==> config.mk <==
export PLATFORM = sky130hd
export DESIGN_NAME = prio_irq_ctrl
export DESIGN_NICKNAME = d
export VERILOG_FILES = /design/src/rtl/irq_pkg.sv /design/src/rtl/irq_prio_pick.sv /design/src/rtl/irq_req_capture.sv /design/src/rtl/prio_irq_ctrl.sv
export SDC_FILE = /design/constraint.sdc
export NUM_CORES = 1
export LEC_CHECK = 0
export BUFFER_PORTS_ARGS = -buffer_cell sky130_fd_sc_hd__buf_2
export CORE_ASPECT_RATIO = 1.1
export CORE_MARGIN = 2
export CORE_UTILIZATION = 63
export CTS_CLUSTER_SIZE = 16
export DETAILED_ROUTE_END_ITERATION = 10
export PLACE_DENSITY = 0.79
export SYNTH_ARGS = -nofsm -noshare
export SYNTH_HDL_FRONTEND = slang
export SYNTH_HIERARCHICAL = 1
export SYNTH_SLANG_ARGS = --single-unit
export TNS_END_PERCENT = 30
==> constraint.sdc <==
create_clock -name clk -period 4.31 [get_ports clk]
set_input_delay 0.6465 -clock clk [delete_from_list [all_inputs] [get_ports clk]]
set_output_delay 0.6465 -clock clk [all_outputs]
set_load 0.02 [all_outputs]
==> src/rtl/irq_pkg.sv <==
package irq_pkg;
    localparam int unsigned LVL_N  = 8;
    localparam int unsigned LVL_W  = $clog2(LVL_N);
    localparam int unsigned DATA_W = 8;
    localparam int unsigned BASE_W = DATA_W - LVL_W;

    typedef enum logic [1:0] {
        CFG_WAIT_INIT,
        CFG_WAIT_BASE,
        CFG_WAIT_OPT,
        CFG_RUN
    } cfg_state_e;

    typedef struct packed {
        cfg_state_e         cfg;
        logic               needs_opt;
        logic               level_mode;
        logic               auto_eoi;
        logic               rot_aeoi;
        logic [BASE_W-1:0]  base;
        logic [LVL_N-1:0]   imr;
        logic [LVL_N-1:0]   isr;
        logic [LVL_W-1:0]   bottom;
        logic               read_isr;
        logic               poll_arm;
        logic               ack_second;
        logic [LVL_W-1:0]   ack_lvl;
    } ctl_t;

    localparam ctl_t CTL_RST = '{
        cfg:        CFG_WAIT_INIT,
        needs_opt:  1'b0,
        level_mode: 1'b0,
        auto_eoi:   1'b0,
        rot_aeoi:   1'b0,
        base:       '0,
        imr:        '0,
        isr:        '0,
        bottom:     LVL_W'(LVL_N - 1),
        read_isr:   1'b0,
        poll_arm:   1'b0,
        ack_second: 1'b0,
        ack_lvl:    '0
    };
endpackage

==> src/rtl/irq_prio_pick.sv <==
module irq_prio_pick #(
    parameter int unsigned N = 8,
    parameter int unsigned W = $clog2(N)
) (
    input  logic [N-1:0] vec_i,
    input  logic [W-1:0] bottom_i,
    output logic         hit_o,
    output logic [W-1:0] lvl_o,
    output logic [W-1:0] rank_o
);
    // Scan starts one above the bottom level and wraps; rank 0 is most urgent.
    always_comb begin
        logic [W-1:0] idx;
        hit_o  = 1'b0;
        lvl_o  = '0;
        rank_o = '0;
        for (int i = 0; i < N; i++) begin
            idx = bottom_i + W'(i + 1);
            if (!hit_o && vec_i[idx]) begin
                hit_o  = 1'b1;
                lvl_o  = idx;
                rank_o = W'(i);
            end
        end
    end
endmodule

==> src/rtl/irq_req_capture.sv <==
module irq_req_capture #(
    parameter int unsigned N = 8
) (
    input  logic         clk,
    input  logic         rst_n,
    input  logic [N-1:0] irq_i,
    input  logic         level_mode_i,
    input  logic [N-1:0] clr_i,
    input  logic         reinit_i,
    output logic [N-1:0] irr_o
);
    logic [N-1:0] irr_d, irr_q;
    logic [N-1:0] prev_d, prev_q;

    always_comb begin
        prev_d = irq_i;
        if (reinit_i) begin
            irr_d  = '0;
            prev_d = '1;   // a line already high needs a fresh rising edge
        end else if (level_mode_i) begin
            irr_d = irq_i & ~clr_i;
        end else begin
            irr_d = ((irr_q & ~clr_i) | ~prev_q) & irq_i;
        end
    end

    always_ff @(posedge clk or negedge rst_n) begin
        if (!rst_n) begin
            irr_q  <= '0;
            prev_q <= '1;
        end else begin
            irr_q  <= irr_d;
            prev_q <= prev_d;
        end
    end

    assign irr_o = irr_q;

    // no request survives a cycle in which its line was low
    assert_low_drops_R4: assert property (@(posedge clk) disable iff (!rst_n)
        1'b1 |=> ((irr_q & ~$past(irq_i)) == '0));
endmodule

==> src/rtl/prio_irq_ctrl.sv <==
module prio_irq_ctrl
    import irq_pkg::*;
(
    input  logic              clk,
    input  logic              rst_n,
    input  logic              wr_en_i,
    input  logic              rd_en_i,
    input  logic              addr_i,
    input  logic [DATA_W-1:0] wdata_i,
    input  logic [LVL_N-1:0]  irq_i,
    input  logic              ack_i,
    output logic [DATA_W-1:0] bus_dout_o,
    output logic              int_o
);
    ctl_t ctl_d, ctl_q;

    logic [LVL_N-1:0] irr;
    logic [LVL_N-1:0] irr_clr;
    logic [LVL_N-1:0] isr_set, isr_clr;
    logic             reinit;

    logic             req_hit, isr_hit;
    logic [LVL_W-1:0] req_lvl, isr_lvl, req_rank, isr_rank;
    logic             req_pend;

    logic             is_init, is_ocw2, is_ocw3, is_hi_wr;
    logic [2:0]       eoi_code;
    logic [LVL_W-1:0] cmd_lvl;

    irq_req_capture #(.N(LVL_N)) u_capture (
        .clk          (clk),
        .rst_n        (rst_n),
        .irq_i        (irq_i),
        .level_mode_i (ctl_q.level_mode),
        .clr_i        (irr_clr),
        .reinit_i     (reinit),
        .irr_o        (irr)
    );

    irq_prio_pick #(.N(LVL_N), .W(LVL_W)) u_req_pick (
        .vec_i    (irr & ~ctl_q.imr),
        .bottom_i (ctl_q.bottom),
        .hit_o    (req_hit),
        .lvl_o    (req_lvl),
        .rank_o   (req_rank)
    );

    irq_prio_pick #(.N(LVL_N), .W(LVL_W)) u_isr_pick (
        .vec_i    (ctl_q.isr),
        .bottom_i (ctl_q.bottom),
        .hit_o    (isr_hit),
        .lvl_o    (isr_lvl),
        .rank_o   (isr_rank)
    );

    assign req_pend = (ctl_q.cfg == CFG_RUN) && req_hit && (!isr_hit || (req_rank < isr_rank));
    assign int_o    = req_pend;

    assign is_init  = wr_en_i && !addr_i && wdata_i[4];
    assign is_ocw2  = wr_en_i && !addr_i && !wdata_i[4] && !wdata_i[3] && (ctl_q.cfg == CFG_RUN);
    assign is_ocw3  = wr_en_i && !addr_i && !wdata_i[4] &&  wdata_i[3] && (ctl_q.cfg == CFG_RUN);
    assign is_hi_wr = wr_en_i && addr_i;
    assign eoi_code = wdata_i[7:5];
    assign cmd_lvl  = wdata_i[LVL_W-1:0];

    always_comb begin
        ctl_d   = ctl_q;
        isr_set = '0;
        isr_clr = '0;
        irr_clr = '0;
        reinit  = 1'b0;

        if (is_hi_wr) begin
            unique case (ctl_q.cfg)
                CFG_WAIT_BASE: begin
                    ctl_d.base = wdata_i[DATA_W-1:LVL_W];
                    ctl_d.cfg  = ctl_q.needs_opt ? CFG_WAIT_OPT : CFG_RUN;
                end
                CFG_WAIT_OPT: begin
                    ctl_d.auto_eoi = wdata_i[1];
                    ctl_d.cfg      = CFG_RUN;
                end
                CFG_RUN:       ctl_d.imr = wdata_i;
                default:       ;
            endcase
        end

        if (is_ocw2) begin
            unique case (eoi_code)
                3'b001: if (isr_hit) isr_clr[isr_lvl] = 1'b1;
                3'b101: if (isr_hit) begin
                    isr_clr[isr_lvl] = 1'b1;
                    ctl_d.bottom     = isr_lvl;
                end
                3'b011: isr_clr[cmd_lvl] = 1'b1;
                3'b111: begin
                    isr_clr[cmd_lvl] = 1'b1;
                    ctl_d.bottom     = cmd_lvl;
                end
                3'b110: ctl_d.bottom   = cmd_lvl;
                3'b100: ctl_d.rot_aeoi = 1'b1;
                3'b000: ctl_d.rot_aeoi = 1'b0;
                default: ;
            endcase
        end

        if (is_ocw3) begin
            if (wdata_i[1]) ctl_d.read_isr = wdata_i[0];
            ctl_d.poll_arm = wdata_i[2];
        end

        if (ack_i) begin
            if (!ctl_q.ack_second) begin
                ctl_d.ack_second = 1'b1;
                if (req_pend) begin
                    isr_set[req_lvl] = 1'b1;
                    irr_clr[req_lvl] = 1'b1;
                    ctl_d.ack_lvl    = req_lvl;
                end else begin
                    ctl_d.ack_lvl    = LVL_W'(LVL_N - 1);
                end
            end else begin
                ctl_d.ack_second = 1'b0;
                if (ctl_q.auto_eoi && isr_hit) begin
                    isr_clr[isr_lvl] = 1'b1;
                    if (ctl_q.rot_aeoi) ctl_d.bottom = isr_lvl;
                end
            end
        end

        if (rd_en_i) begin
            ctl_d.poll_arm = 1'b0;
            if (ctl_q.poll_arm && !addr_i && req_pend) begin
                isr_set[req_lvl] = 1'b1;
                irr_clr[req_lvl] = 1'b1;
            end
        end

        ctl_d.isr = (ctl_q.isr & ~isr_clr) | isr_set;

        if (is_init) begin
            reinit           = 1'b1;
            ctl_d            = CTL_RST;
            ctl_d.cfg        = CFG_WAIT_BASE;
            ctl_d.needs_opt  = wdata_i[0];
            ctl_d.level_mode = wdata_i[3];
            ctl_d.base       = ctl_q.base;
        end
    end

    always_ff @(posedge clk or negedge rst_n) begin
        if (!rst_n) ctl_q <= CTL_RST;
        else        ctl_q <= ctl_d;
    end

    always_comb begin
        bus_dout_o = '0;
        if (rd_en_i) begin
            if (addr_i)                 bus_dout_o = ctl_q.imr;
            else if (ctl_q.poll_arm)    bus_dout_o = {req_pend, 4'b0000, req_pend ? req_lvl : LVL_W'(0)};
            else if (ctl_q.read_isr)    bus_dout_o = ctl_q.isr;
            else                        bus_dout_o = irr;
        end else if (ack_i && ctl_q.ack_second) begin
            bus_dout_o = {ctl_q.base, ctl_q.ack_lvl};
        end
    end

    assert_init_clears_R2: assert property (@(posedge clk) disable iff (!rst_n)
        is_init |=> (ctl_q.imr == '0 && ctl_q.isr == '0 && ctl_q.bottom == LVL_W'(LVL_N - 1) && !int_o));

    assert_first_ack_sets_R8: assert property (@(posedge clk) disable iff (!rst_n)
        (ack_i && !ctl_q.ack_second && int_o && !wr_en_i) |=> ctl_q.isr[$past(req_lvl)]);

    assert_nonspec_eoi_R9: assert property (@(posedge clk) disable iff (!rst_n)
        (is_ocw2 && eoi_code == 3'b001 && isr_hit && !ack_i && !rd_en_i) |=> !ctl_q.isr[$past(isr_lvl)]);

    assert_auto_eoi_R10: assert property (@(posedge clk) disable iff (!rst_n)
        (ack_i && ctl_q.ack_second && ctl_q.auto_eoi && ctl_q.isr != '0 && !wr_en_i && !rd_en_i)
        |=> ($countones(ctl_q.isr) < $countones($past(ctl_q.isr))));
endmodule

Word-level counts from Yosys, hierarchy flattened
Index checks and enable logic that the tools add are counted.
- logic and storage cells: 262
- output and inout port bits: 9
- bits in registers: 52
- input bits: 22
- order comparisons: 15
- add/subtract/negate cells: 7
- bitwise logic cells: 14
- reduce and logical (&&, ||, !) cells: 71
- eq/ne operators: 10
- multiplexer cells: 130
- operators with widths (cell ; number):
    2-to-1 mux 8 bit ; 19
    2-to-1 mux 3 bit ; 33
    binary-select mux 1 bit (select 3 bit) ; 16
    2-to-1 mux 1 bit ; 45
    < comparator 3 x 4 -> 1 bit (second input constant) ; 11
    bitwise AND 8 bit ; 5
    2-to-1 mux 36 bit ; 1
    NOT 8 bit ; 4
    bitwise OR 8 bit ; 4
    logical AND 1 bit ; 31
    zero test 1 bit ; 18
    case mux 8 bit (2 select lines) ; 1
    nonzero test 2 bit ; 7
    2-to-1 mux 13 bit ; 1
    adder 3 bit (second input constant) ; 4
    equality test 3 bit (second input constant) ; 4
    2-to-1 mux 2 bit ; 6
    AND reduction 2 bit ; 6
    demux 1 bit (select 3 bit) ; 3
    >= comparator 3 x 1 -> 1 bit (second input constant) ; 3
    nonzero test 3 bit ; 3
    adder 3 x 2 -> 3 bit (second input constant) ; 2
    case mux 3 bit (2 select lines) ; 1
    OR reduction 2 bit ; 3
    15 further kinds ; 16

Longest topological paths before layout
Gate-level depths: netlist of run 1.
- depth after elaboration: 42
- gate-level depth with buffers: 18
- mapped depth without buffers: 15

Modules after synthesis
The synthesis of run 1 kept the hierarchy.
- modules (own cells, without submodules) (module ; cells each ; sequential area each (um^2) ; instances ; area each (um^2)):
    prio_irq_ctrl ; 278 ; 904.6 ; 1 ; 2468.6
    irq_prio_pick ; 111 ; 0.0 ; 2 ; 1042.2
    irq_req_capture ; 58 ; 410.4 ; 1 ; 683.2

Worst setup path before layout of run 1
OpenSTA, ideal clock, no wires.
- path type: register -> output
- start point: reg ctl_q[7] (netlist bit)
- end point: out int_o
- buffers on the path: 3
- data required time: 3.664 ns
- cell stages (with the launch flop): 16
- setup slack: 0.296 ns
- arrival time: 3.367 ns
- cells stage by stage: dfstp_2 > buf_6 > buf_6 > inv_1 > ha_1 > buf_2 > mux4_1 > a21oi_1 > a2bb2oi_1 > nor2_1 > and2_1 > inv_1 > ha_1 > o21ai_1 > o21ai_1 > inv_1
- word-level cells in the longest chain between the ends: 28
- elaborated cells between the ends (all ways): 102
- those cells by class: add/sub: 7; order compare: 1; mux: 62; reduce/logical: 32
- RTL lines (element ; RTL line ; source):
    start: declaration ; prio_irq_ctrl.sv:15 ; ctl_t ctl_d, ctl_q;
    start signal: assignment ; prio_irq_ctrl.sv:153 ; else ctl_q <= ctl_d;
    adder 3 x 1 -> 3 bit ; irq_prio_pick.sv:18 ; idx = bottom_i + W'(i + 1);
    binary-select mux 1 bit (select 3 bit) ; irq_prio_pick.sv:19 ; if (!hit_o && vec_i[idx]) begin
    2-to-1 mux 1 bit (not written as such) ; irq_prio_pick.sv:19 ;
    2-to-1 mux 1 bit ; irq_prio_pick.sv:19 ;
    zero test 1 bit ; irq_prio_pick.sv:19 ;
    logical AND 1 bit ; irq_prio_pick.sv:19 ;
    2-to-1 mux 1 bit ; irq_prio_pick.sv:19 ;
    zero test 1 bit ; irq_prio_pick.sv:19 ;
    [... 13 more ...] ; n/a ;
    2-to-1 mux 1 bit ; irq_prio_pick.sv:19 ;
    zero test 1 bit ; irq_prio_pick.sv:19 ;
    logical AND 1 bit ; irq_prio_pick.sv:19 ;
    2-to-1 mux 3 bit * ; irq_prio_pick.sv:19 ;
    via isr_rank[2] ; prio_irq_ctrl.sv:23 ; logic [LVL_W-1:0] req_lvl, isr_lvl, req_rank, isr_rank;
    < comparator 3 bit * ; prio_irq_ctrl.sv:56 ; assign req_pend = (ctl_q.cfg == CFG_RUN) && req_hit && (!isr_hit || (req_rank < isr_rank));
    logical OR 1 bit * ; prio_irq_ctrl.sv:56 ;
    logical AND 1 bit * ; prio_irq_ctrl.sv:56 ;
    end: declaration ; prio_irq_ctrl.sv:13 ; output logic int_o
The timed path passes the listed nets; every way through them passes the cells marked *. The select of a mux whose other input is x is not followed.

Final worst setup path of run 1
- start point: reg ctl_q[6] (netlist bit)
- end point: out bus_dout_o[2]
- word-level cells in the longest chain between the ends: 32
- elaborated cells between the ends (all ways): 114
- those cells by class: add/sub: 7; order compare: 1; mux: 74; reduce/logical: 32
- RTL lines (element ; RTL line ; source):
    adder 3 x 1 -> 3 bit ; irq_prio_pick.sv:18 ;
    binary-select mux 1 bit (select 3 bit) ; irq_prio_pick.sv:19 ;
    2-to-1 mux 1 bit (not written as such) ; irq_prio_pick.sv:19 ;
    2-to-1 mux 1 bit ; irq_prio_pick.sv:19 ;
    zero test 1 bit ; irq_prio_pick.sv:19 ;
    logical AND 1 bit ; irq_prio_pick.sv:19 ;
    2-to-1 mux 1 bit ; irq_prio_pick.sv:19 ;
    zero test 1 bit ; irq_prio_pick.sv:19 ;
    [... 17 more ...] ; n/a ;
    via isr_rank[1] ; prio_irq_ctrl.sv:23 ;
    < comparator 3 bit * ; prio_irq_ctrl.sv:56 ;
    logical OR 1 bit * ; prio_irq_ctrl.sv:56 ;
    logical AND 1 bit * ; prio_irq_ctrl.sv:56 ;
    2-to-1 mux 3 bit * ; prio_irq_ctrl.sv:160 ; else if (ctl_q.poll_arm) bus_dout_o = {req_pend, 4'b0000, req_pend ? req_lvl : LVL_W'(0)};
    2-to-1 mux 8 bit * ; prio_irq_ctrl.sv:160 ;
    2-to-1 mux 8 bit * ; prio_irq_ctrl.sv:159 ; if (addr_i) bus_dout_o = ctl_q.imr;
    2-to-1 mux 8 bit * ; prio_irq_ctrl.sv:158 ; if (rd_en_i) begin
    end: declaration ; prio_irq_ctrl.sv:12 ; output logic [DATA_W-1:0] bus_dout_o,
Marks and branches as above.

==> flow_summary_export.csv, run 1 <==
group,metric,value,unit
run_status,status,"finished clean",
synth,syn_inst,558,
synth,synth_area_per_cell,9.38,um^2
worst_setup_path,crit_arrival,3.57,ns
synth,yosys_warnings,6,
worst_setup_path,endpoint_kind,"primary output",
power_and_ir_drop,p_total,3780,uW
placed_design,gp_congestion,0.949,
layout,layout_commonest_cell,"nand2_1",
routing,wl_per_cell,19.8,um
worst_setup_path,critPathBufInv,6,
clock_network,postCtsHoldBufs,0,
synth,async_flop_share,100,%
timing,period_share,97.8,%
worst_setup_path,startpoint_type,"flop",
run,max_cap_violations,0,
power_and_ir_drop,power.density,655,mW/mm^2
synth,yosys.area_share.simple,22.9,%
worst_setup_path,crit_required,3.66,ns
synth,synth-edff-count,0,
synth,ys_types,71,
synth,yosys.area_share.adder,1.43,%
clock_network,cts_tree,"built",
layout,fin_cells,696,
clock_network,clk_pin_slew,0.09,ns
routing,drtIter0Drc,275,
routing,vias,4732,
clock_network,clk_path_buf_depth,2,
floorplanning,initial_core_util,65.5,%
global_route,grt_pass1_wl,23000,um
clock_network,clk_latency,0.31,ns
clock_network,cts_buffers,5,
timing,worst_pin_slew,0.819,ns
synth,synth-compound-area-share,20.2,%
timing,timing.fmax,0.237,GHz
synth,ys.flop_type,"dfrtp_1",
synth,synth_top_area_share,19.6,%
synth,synthXorXnorAreaFrac,1.00,%
routing,drt-pass1-iter-count,7,
min_path,hold_path_class,"input pin to async pin",
placed_design,port-buffer-count,30,
floorplanning,die_area,0.00906,mm^2
power_and_ir_drop,vdd_drop_max,0.513,mV
global_route,gr-total-overflow,0,
synth,synth_top_cell_by_area,"dfrtp_1",
floorplanning,die_width,90.9,um
routing,postRouteAntennaNets,0,
synth,ys_seq_area_share,25.1,%
global_route,grt_pass1_vias,4613,
routing,drt_wl_total,13800,um
floorplanning,pin_count,31,
layout,num-nets-final,615,
worst_setup_path,crit_top_cell,"inv_1",
clock_network,cts_root_buf,"clkbuf_8",
synth,synth_top_family_by_area,"multiplexers",
worst_setup_path,worstPathMaxFanout,8,
floorplanning,core_area,0.00800,mm^2
timing,finalHoldViolCount,0,
worst_setup_path,crit_chain,"inv_2, ha_4, buf_8, mux4_2, and3_4, inv_1, a21oi_1, nor2_1, inv_1, ha_1, a211oi_4, buf_6, o2111ai_2, nand2b_1, buf_4",
global_route,antenna_found_initial,0,
worst_setup_path,cpPeakStageDelay,0.62,ns
layout,final_cell_mix,"44 x nand2_1, 41 x dfrtp_1, 31 x mux2i_1",
layout,post_route_cells_drive_above_1_share,26.7,%
clock_network,h-tree-depth,2,
placed_design,placedCellCount,684,
synth,synth.cell_area,0.00524,mm^2
synth,syn_nets,586,
timing,fin_skew,0.00685,ns
clock_network,cts_sinks,52,
timing,setup_viol,0,
power_and_ir_drop,leakage,0.00246,uW
worst_setup_path,path_class,"flop to primary output",
layout,antenna_cells_inserted,0,
global_route,grt_usage,31.3,%
routing,via_per_inst,6.80,
routing,drcViolationCount,0,
synth,synth_area_leaders,"dfrtp_1 20%, mux4_2 12%, mux2i_1 5.9%",
floorplanning,row_count,34,
placed_design,dp_hpwl,10100,um
timing,slew_headroom,45.2,%
timing,fin_crit,4.22,ns
layout,area_delta_synth_final,10.1,%
timing,report.final.slew_viol_count,0,
timing,grt_setup_unrepaired,"true",
synth,synthMuxAreaShare,23.0,%
worst_setup_path,critPathTopFamily,"buffers and inverters",
synth,synth-seq-cells,52,
floorplanning,fp.dieH,99.6,um
worst_setup_path,crit_slowest_cell,"dfstp_2",
global_route,grt_start_max_net_pins,53,
-- area by class of cell --
cell class	instances	area [um^2]
tap	108	135
sequential	52	1320
multi-input combinational	444	3650
timing repair buffer	56	397
clock inverter	3	90.1
clock buffer	5	68.8
inverter	28	105
fill	634	2230
-- sequential cells by signal, summed over array words and instances, names as in the netlist --
register	flops
u_capture/irr_o	8
ctl_q	36
u_capture/prev_q	8
-- where the power goes --
group / switching, uW / internal, uW / leakage [uW] / total (uW)
Clock: 162 / 290 / 0.0000784 / 452
Combinational: 1380 / 1180 / 0.00174 / 2560
Sequential: 165 / 605 / 0.000638 / 770
-- synthesized netlist by cell type, drive strengths merged, types with 7 or more instances --
cell type  instances
a21oi             28
nand2b            27
or2               20
mux4              30
nand2             46
buf               23
mux2              15
a22o               8
clkbuf            11
dfrtp             41
mux2i             33
nand3             24
dfstp             11
nor2b             15
nor2              26
nand4              8
and2               8
o21ai             29
o2111ai            7
inv               27
o21bai            10
-- stage by stage --
step           hold WS (ns)  TNS, ns  cell area [um^2]  worst slack [ns]  utilization [%]
3_5_place_dp          0.495        0              5460             0.296             68.3
6_report              0.440        0              5770            0.0947             72.1
3_3_place_gp          0.482        0              5460             0.362             68.3
5_1_grt               0.516   -0.220              5770           -0.0720             72.1
4_1_cts               0.468        0              5650           0.00847             70.6
2_1_floorplan         0.351        0              5240             0.296                -
-- repair_timing --
item	4_1_cts	5_1_grt
endpoints found under the setup margin	4	5
pin swaps	1	5
buffers inserted	1	3
gates resized for setup	4	25
-- routing by layer --
layer | global-route usage, % | vias up | share of wire [%]
met5 | 0 | - | 0
met4 | 12.6 | 0 | 3.6
met3 | 3.33 | 39 | 6.4
met2 | 52.6 | 213 | 49
met1 | 41.8 | 2309 | 41
li1 | - | 2171 | -
-- worst register-to-register path: stages, from the launching register on --
cell and delay [ns]:
dfstp_2 0.62, buf_8 0.22, mux4_2 0.53, mux2_2 0.32, a2bb2oi_1 0.17, buf_4 0.16
nor3b_4 0.27, nand2b_2 0.10, nand2_1 0.08, nand2b_4 0.13, a211oi_4 0.05, buf_6 0.13
buf_4 0.13, o2111ai_1 0.57, nor2_1 0.10, o21bai_1 0.18, a21oi_1 0.13
-- path summary, 6_finish.rpt --
path,from,endpoint,slack [ns],cells after the start
worst min register to register,ctl_q[33]$_DFFE_PN0P_,ctl_q[33]$_DFFE_PN0P_,0.51,2
max in group asynchronous,rst_n,ctl_q[35]$_DFFE_PN0P_,3.42,2
worst max-delay path,ctl_q[6]$_DFF_PN1_,bus_dout_o[2],0.09,15
min in group clk,ctl_q[33]$_DFFE_PN0P_,ctl_q[33]$_DFFE_PN0P_,0.51,2
worst min-delay path,rst_n,ctl_q[25]$_DFFE_PN0P_,0.44,2
worst max register to register,ctl_q[6]$_DFF_PN1_,u_capture/irr_o[7]$_DFF_PN0_,0.35,16
-- logic make-up (layout without fill, tap and decap cells) --
| group | Yosys count | count (layout) |
|---|---|---|
| compound gates | 148 | 148 |
| xor+xnor | 6 | 6 |
| fa+ha+maj | 6 | 6 |
| buf+inv | 62 | 92 |
| flops | 52 | 52 |
| mux | 78 | 78 |
| simple gates | 206 | 206 |
(Power assumes the default switching activity.)
==> run 2: changes to the inputs <==
--- a/config.mk
+++ b/config.mk
@@ -8,10 +8,12 @@
 export BUFFER_PORTS_ARGS = -buffer_cell sky130_fd_sc_hd__buf_2
 export CORE_ASPECT_RATIO = 1.1
 export CORE_MARGIN = 2
-export CORE_UTILIZATION = 63
+export CORE_UTILIZATION = 60
+export CTS_BUF_LIST = sky130_fd_sc_hd__clkbuf_4 sky130_fd_sc_hd__clkbuf_8
 export CTS_CLUSTER_SIZE = 16
 export DETAILED_ROUTE_END_ITERATION = 10
-export PLACE_DENSITY = 0.79
+export PLACE_DENSITY = 0.76
+export REMOVE_ABC_BUFFERS = 1
 export SYNTH_ARGS = -nofsm -noshare
 export SYNTH_HDL_FRONTEND = slang
 export SYNTH_HIERARCHICAL = 1
==> flow_summary_export.csv, run 2 (synthesized netlist as in run 1, its figures left out) <==
group,metric,value,unit
clock_network,cts_sinks,52,
power_and_ir_drop,leakage,0.00248,uW
floorplanning,die_width,93.1,um
clock_network,clk_latency,0.30,ns
clock_network,cts_root_buf,"clkbuf_8",
timing,slew_headroom,46.2,%
layout,num-nets-final,621,
layout,layout_commonest_cell,"nand2_1",
timing,period_share,97.4,%
routing,wl_per_cell,20.6,um
worst_setup_path,regToRegSetupSlack,0.39,ns
global_route,grt_pass1_vias,4624,
worst_setup_path,path_class,"flop to primary output",
global_route,grt_pass1_wl,22900,um
layout,final_cell_mix,"44 x nand2_1, 41 x dfrtp_1, 31 x mux2i_1",
clock_network,clk_pin_slew,0.10,ns
routing,drt_wl_total,14500,um
clock_network,cts_buffers,5,
clock_network,postCtsHoldBufs,0,
floorplanning,pin_count,31,
placed_design,placed_area,0.00548,mm^2
layout,largest_register,"ctl_q",
timing,fin_skew,0.00773,ns
layout,largest_register_ffs,36,
worst_setup_path,crit_arrival,3.55,ns
min_path,hold_path_class,"input pin to async pin",
power_and_ir_drop,pwr-share-seq,20.4,%
worst_setup_path,endpoint_kind,"primary output",
routing,drcViolationCount,0,
placed_design,placedCellCount,687,
timing,finalHoldViolCount,0,
placed_design,dp_hpwl,10600,um
floorplanning,die_area,0.00949,mm^2
timing,timing.fmax,0.238,GHz
layout,fin_area,0.00581,mm^2
worst_setup_path,crit_chain,"inv_2, ha_4, mux4_2, mux2_4, nand2b_4, nor2_1, and2_1, ha_1, o21ai_1, buf_4, o2111ai_1, nand2b_1, buf_2",
clock_network,h-tree-depth,2,
worst_setup_path,worstPathMaxFanout,7,
global_route,grt_usage,30.5,%
run,max_cap_violations,0,
worst_setup_path,startpoint_type,"flop",
timing,report.final.slew_viol_count,0,
worst_setup_path,cp-endpoint,"bus_dout_o[2]",
worst_setup_path,reg2reg_from,"ctl_q[7]$_DFF_PN1_",
floorplanning,core_area,0.00841,mm^2
routing,postRouteAntennaNets,0,
layout,post_route_cells_drive_above_1_share,27.9,%
timing,fin_setup_tns,0,ns
power_and_ir_drop,clockPowerShare,9.6,%
timing,worst_pin_slew,0.799,ns
floorplanning,initial_core_util,62.3,%
power_and_ir_drop,p_sw_share,46.9,%
worst_setup_path,regToRegEndpoint,"u_capture/irr_o[7]$_DFF_PN0_",
worst_setup_path,crit_slowest_cell,"dfstp_2",
global_route,busiest_layer,"met2",
routing,drtIter0Drc,433,
global_route,grt.met3_usage,3.47,%
worst_setup_path,reg2regPathDepth,16,
global_route,antenna_found_initial,0,
placed_design,port-buffer-count,30,
routing,drt-pass1-iter-count,5,
timing,setup_viol,0,
global_route,gr-total-overflow,0,
power_and_ir_drop,power_frac_comb,69.9,%
global_route,use_met1,39.5,%
global_route,use_met2,53.2,%
routing,vias,4845,
worst_setup_path,worstSetupStartpoint,"ctl_q[7]$_DFF_PN1_",
layout,area_delta_synth_final,10.9,%
clock_network,clk_path_buf_depth,2,
timing,fin_worst_hold_slack,0.440,ns
global_route,grt_start_max_net_pins,53,
power_and_ir_drop,vdd_drop_max,0.355,mV
power_and_ir_drop,power.density,649,mW/mm^2
timing,fin_crit,4.20,ns
floorplanning,row_count,35,
floorplanning,fp.dieH,102,um
layout,antenna_cells_inserted,0,
power_and_ir_drop,p_switching,1770,uW
clock_network,cts_tree,"built",
placed_design,gp_congestion,0.954,
worst_setup_path,cpPeakStageDelay,0.64,ns
power_and_ir_drop,power.internal,2000,uW
routing,via_per_inst,6.87,
run_status,status,"finished clean",
layout,fin_cells,705,
worst_setup_path,crit_required,3.66,ns
## run 2: cell count changes in the layout (fill, tap and decap cells not counted), sizes merged
cell,previous run,this run
buf,56,61
bufinv,3,1
clkbuf,5,8
## run 2: metrics by stage
stage                     utilization (%)  total power, uW  setup WS, ns
after floorplan                         -             2380        -0.312
after global placement               65.1             3070         0.332
after detailed placement             65.1             3130         0.230
after CTS                            67.1             3540        0.0140
after global routing                 69.0             3970       -0.0428
final                                69.0             3770         0.112
## run 2: final cells by class
| cell class | instances | area, um^2 |
|---|---|---|
| clock buffer | 7 | 96.3 |
| fill | 665 | 2600 |
| tap | 111 | 139 |
| sequential | 52 | 1320 |
| clock inverter | 1 | 30.0 |
| multi-input combinational | 444 | 3670 |
| timing repair buffer | 62 | 452 |
| inverter | 28 | 105 |
## run 2: per-layer routing
layer	part of all wire, %	wire length [um]
met1	39	5710
met2	50	7320
met3	7.8	1130
met4	2.6	380
met5	0	0
## run 2: power by group through the flow
| stage | Clock (uW) | Sequential, uW | Combinational [uW] |
|---|---|---|---|
| after global placement | 0 | 761 | 2310 |
| after detailed placement | 0 | 773 | 2360 |
| after global routing | 385 | 779 | 2800 |
| after CTS | 369 | 760 | 2410 |
| after floorplan | 0 | 731 | 1650 |
| final | 363 | 770 | 2630 |
## run 2: how the worst min path moves through the flow
stage / startpoint / to / slack (ns) / cells past startpoint
floorplan: rst_n / ctl_q[0]$_DFFE_PN0P_ / 0.35 / 0
global placement: ctl_q[28]$_DFFE_PN0P_ / ctl_q[28]$_DFFE_PN0P_ / 0.49 / 1
detailed placement: ctl_q[33]$_DFFE_PN0P_ / ctl_q[33]$_DFFE_PN0P_ / 0.50 / 2
CTS: rst_n / ctl_q[0]$_DFFE_PN0P_ / 0.47 / 2
global route: rst_n / u_capture/irr_o[4]$_DFF_PN0_ / 0.52 / 2
finish: rst_n / u_capture/irr_o[4]$_DFF_PN0_ / 0.44 / 2
## run 2: worst max-delay path, delay by kind of cell, from the launching register on
family	cells	cell delay, ns
AND/OR/NAND/NOR	4	0.66
AO/OA/AOI/OAI	2	0.24
adder cells (fa/ha/maj)	2	0.53
multiplexers	2	0.71
buffers and inverters	3	0.46
flip-flops	1	0.64
## run 2: repair_timing
action / CTS / global route
endpoints found under the setup margin: 5 / 5
cloned: 0 / 1
pin swaps: 1 / 2
resized for setup: 2 / 26
buffers inserted: 4 / 5
